==> config.mk <==
export PLATFORM = sky130hd
export DESIGN_NAME = clkdiv_maskreg
export DESIGN_NICKNAME = d
export VERILOG_FILES = /design/src/rtl/clkdiv_maskreg.sv
export SDC_FILE = /design/constraint.sdc
export NUM_CORES = 1
export LEC_CHECK = 0
export BUFFER_PORTS_ARGS = -buffer_cell sky130_fd_sc_hd__clkbuf_2
export CAP_MARGIN = 20
export CORE_UTILIZATION = 50
export CTS_BUF_LIST = sky130_fd_sc_hd__clkbuf_16
export DETAILED_ROUTE_END_ITERATION = 7
export GPL_ROUTABILITY_DRIVEN = 0
export PLACE_DENSITY = 0.79
export SLEW_MARGIN = 0
export SYNTH_ARGS = -nofsm -noshare
export SYNTH_HDL_FRONTEND = slang
export SYNTH_SLANG_ARGS = --single-unit
export TNS_END_PERCENT = 30
==> constraint.sdc <==
create_clock -name clk -period 2.2 [get_ports clk]
set_clock_uncertainty 0.1 [all_clocks]
set_input_delay 0.33 -clock clk [delete_from_list [all_inputs] [get_ports clk]]
set_output_delay 0.33 -clock clk [all_outputs]
set_load 0.02 [all_outputs]
==> src/rtl/clkdiv_maskreg.sv <==
module clkdiv_maskreg #(
  parameter int ADDR_W = 4,
  parameter int DIV_W  = 5
) (
  input  logic              clk,
  input  logic              rst_n,
  input  logic [ADDR_W-1:0] reg_addr,
  input  logic [31:0]       reg_wdata,
  input  logic              reg_wr,
  output logic [31:0]       reg_rdata,
  input  logic [1:0]        src_tick,
  output logic [1:0]        src_sel,
  output logic [1:0]        div_pulse
);
  localparam int HALF    = 16;
  localparam int STRIDE  = 8;
  localparam int SEL_POS = 7;

  logic [HALF-1:0] ctrl;
  logic            hit;

  assign hit       = (reg_addr == '0);
  assign reg_rdata = hit ? {{HALF{1'b0}}, ctrl} : '0;

  always_ff @(posedge clk) begin
    if (!rst_n)
      ctrl <= '0;
    else if (reg_wr && hit)
      ctrl <= (ctrl & ~reg_wdata[31:HALF]) | (reg_wdata[HALF-1:0] & reg_wdata[31:HALF]);
  end

  for (genvar ch = 0; ch < 2; ch++) begin : g_ch
    logic [DIV_W-1:0] cnt, lim;
    logic             sel, tick, wrap;

    assign sel  = ctrl[ch*STRIDE+SEL_POS];
    assign tick = sel ? src_tick[1] : src_tick[0];
    assign wrap = (cnt == lim);

    always_ff @(posedge clk) begin
      if (!rst_n) begin
        cnt <= '0;
        lim <= '0;
      end else if (tick) begin
        if (wrap) begin
          cnt <= '0;
          lim <= ctrl[ch*STRIDE +: DIV_W];
        end else begin
          cnt <= cnt + 1'b1;
        end
      end
    end

    assign src_sel[ch]   = sel;
    assign div_pulse[ch] = tick & wrap;
  end
endmodule

==> results.md <==
- Met1 usage: 0.222
- Drt first pass iters: 4
- Die extent in y: 65.1 um
- Clk Tree Root Cell: clkbuf_16
- MaxCap Viol Count: 0
- GRT Overall Usage: 0.196
- PD cells: 607 nW/um2
- Fin util: 0.631
- H-tree levels: 2
- DR iter-0 viols: 50
- Netlist cell types: 28
- Vias: around 1600
- DRC Markers: 0
- Core ar.: 3740 um2
- Worst-Skew Late Latency: 270 ps
- YS warnings: 0
- CP startpoint kind: flop
- #FFs+latches synth: 36
- Worst setup endpoint: div_pulse[1]
- Worst hold path type: input pin to flop
- Global-route wire length before repair: 6.44 mm
- Final setup vio count: 0
- Crit. End Element: output pin
- Number of flops mapped to enable cells by yosys: 0
- Share of synthesized registers carrying an async set or reset: 0
- Static leakage: 1.16 nW
- Critical Path RT: 1770 ps
- Worst slew margin: 0.429
- Final period util: 0.867
- Reg2Reg Setup Slack: 590 ps
- CP startpoint: g_ch[1].cnt[2]
- Fin. Hold Viols: 0
- Die W: 65.1 um
- Longest Clk Path Bufs: 2
- Total Die Area: 4240 um2
- IO Pins: 77
- Resized Gates After CTS: 0
- Sequential power share: 0.460
- Hold Startpoint: reg_wdata[15]
- Gate power share: 0.095
- CP max-delay cell: dfxtp_1
- CTS tree: done
- Gate count of the mapped netlist: 218
- Fmax: 524 MHz
- Synth Cell Area: 1990 um2
- Antenna Cells: 0
- Routed WL per cell: 11.6 um
- Total grt overflow: 0
- Vias in the first global route: 1535
- RR Endpoint: g_ch[1].cnt[3]
- GR met3 Demand/Resource: 0.0521
- Top Usage Layer GRT: met2
- Critical path fanouts, max: 6
- Top delay family on crit path: flip-flops
- Post-route minimum period: 1910 ps
- Layout area overhead: 18.6%
- Non-filler instance count after layout: 323
- Switch share: 0.221
- Peak supply drop: around 0.40 mV
- Total power: 1.43 mW
- Antenna-violating nets left: 0
- CP Depth: 4
- Worst-path clk slew: around 50 ps
- Num Clock Sinks: 36
- Mean Syn Cell Area: approximately 9.1 um2
- Setup total negative slack: 0 ps
- Internal: 1.12 mW
- Post-CTS Setup Inserts: 0
- # port buffers: 60
- Crit path buf inv count: 1
- Crit path largest cell delay: 420 ps
- Crit-path cells: xnor2_1, nand3_1, nor3b_1, clkbuf_2
- Register area share after synthesis: 0.362
- Post-CTS Hold Buffers: 0
- RSZ-0062 raised after global routing: no
- Final WL: roughly 3.7 mm
- Layout cells sized above 1: 0.276
- Post-DP HPWL: 2.73 mm
- Outcome: finished clean
- Initial antenna violation count: 0
- Clock share of power: 0.446
- WP data arrival: ~1500 ps
- P_sw: 316 uW
- Nets: 317
- Reg2reg path depth: 4
- Max Slew Vio Count: 0
- Hold WS: 209 ps
- Cts bufs inserted: 5
- Avg Vias per Cell: ~4.8
- GRT met2 Usage: 0.332
- Worst-margin pin slew: 857 ps
- Main synth FF type: dfxtp_1
- Site Rows: 22
- Largest net degree at the start of global routing: 51
- Critical path class: flop to output pin
- Dpl cells: 315
- Starting density of the core: 0.532
==> worst min-delay path by stage <==
| stage | slack (ps) | to | cells past startpoint |
|---|---|---|---|
| finish | 210 | flop | 3 |
| global route | 240 | flop | 3 |
| CTS | 210 | flop | 3 |
| detailed placement | 360 | g_ch[1].lim[0] | 2 |
| global placement | 360 | g_ch[0].lim[4] | 2 |
| floorplan | 350 | g_ch[0].lim[0] | 2 |
==> cell families (layout without fill, tap and decap cells) <==
family          Yosys count  after routing  synth area share
other cells               1             16           0.00188
compound gates           10             10            0.0276
simple gates             99             99             0.291
mux                      28             28             0.146
xor+xnor                 12             12            0.0528
flops                    36             36             0.362
fa+ha+maj                 2              2            0.0126
buf+inv                  30             72             0.107
==> cell usage in the layout, fill, tap and decap left out, types with 2 or more instances in the layout <==
cell	n
o21ai_0	4
mux2_4	2
nor3_1	2
and3_1	2
nor3b_1	4
conb_1	16
nor2_1	2
nand3b_1	2
ha_1	2
and2_1	14
xnor2_1	10
dfxtp_1	36
nor4bb_4	2
mux2i_1	26
xor2_1	2
o22ai_1	4
buf_4	4
a21oi_1	2
nand3_1	24
clkbuf_16	5
nand4_1	2
clkbuf_2	60
nand2_1	26
and2_2	2
nor2b_1	16
inv_1	2
==> area by class of cell <==
class	count	area (um2)
Clock inverter	3	11.3
Tap cell	48	60.1
Sequential cell	36	721
Clock buffer	5	125
Multi-Input combinational cell	167	1110
Fill cell	332	1380
Timing Repair Buffer	64	330
==> Yosys cell counts (4+ instances only) <==
cell type | instances | area (um2)
buf_4 | 18 | 135
and2_1 | 14 | 87.6
clkbuf_1 | 6 | 22.5
mux2i_1 | 26 | 260
nor3b_1 | 4 | 30.0
xnor2_1 | 10 | 87.6
nand2_1 | 26 | 97.6
o22ai_1 | 4 | 25.0
nor2b_1 | 16 | 100
dfxtp_1 | 36 | 721
buf_6 | 4 | 45.0
nand3_1 | 24 | 120
o21ai_0 | 4 | 20.0
==> metrics by stage <==
stage | cell area (um2) | worst slack (ps)
floorplan | 2050 | 520
global placement | 2230 | 486
detailed placement | 2230 | 460
CTS | 2360 | 270
global route | 2360 | 141
finish | 2360 | 293
==> power groups by stage <==
stage                     Combinational, mW  Sequential [mW]  Clock, mW
after global routing                  0.149            0.658      0.685
after floorplan                       0.113            0.671          0
after CTS                             0.136            0.658      0.659
after global placement                0.134            0.672          0
final                                 0.136            0.659      0.639
after detailed placement              0.136            0.672          0
==> worst reg2reg max path, stage by stage (launching register included) <==
cell      delay (ps)
dfxtp_1          430
mux2_4           380
nor3b_1          170
buf_4            180
nor4bb_4         270
==> routing by layer <==
metal  vias up  wire (um)
met3         9        231
li1        812          -
met5         -          0
met2        56       1740
met1       688       1680
met4         0         98
No activity file was read; power rests on OpenSTA's default activity.
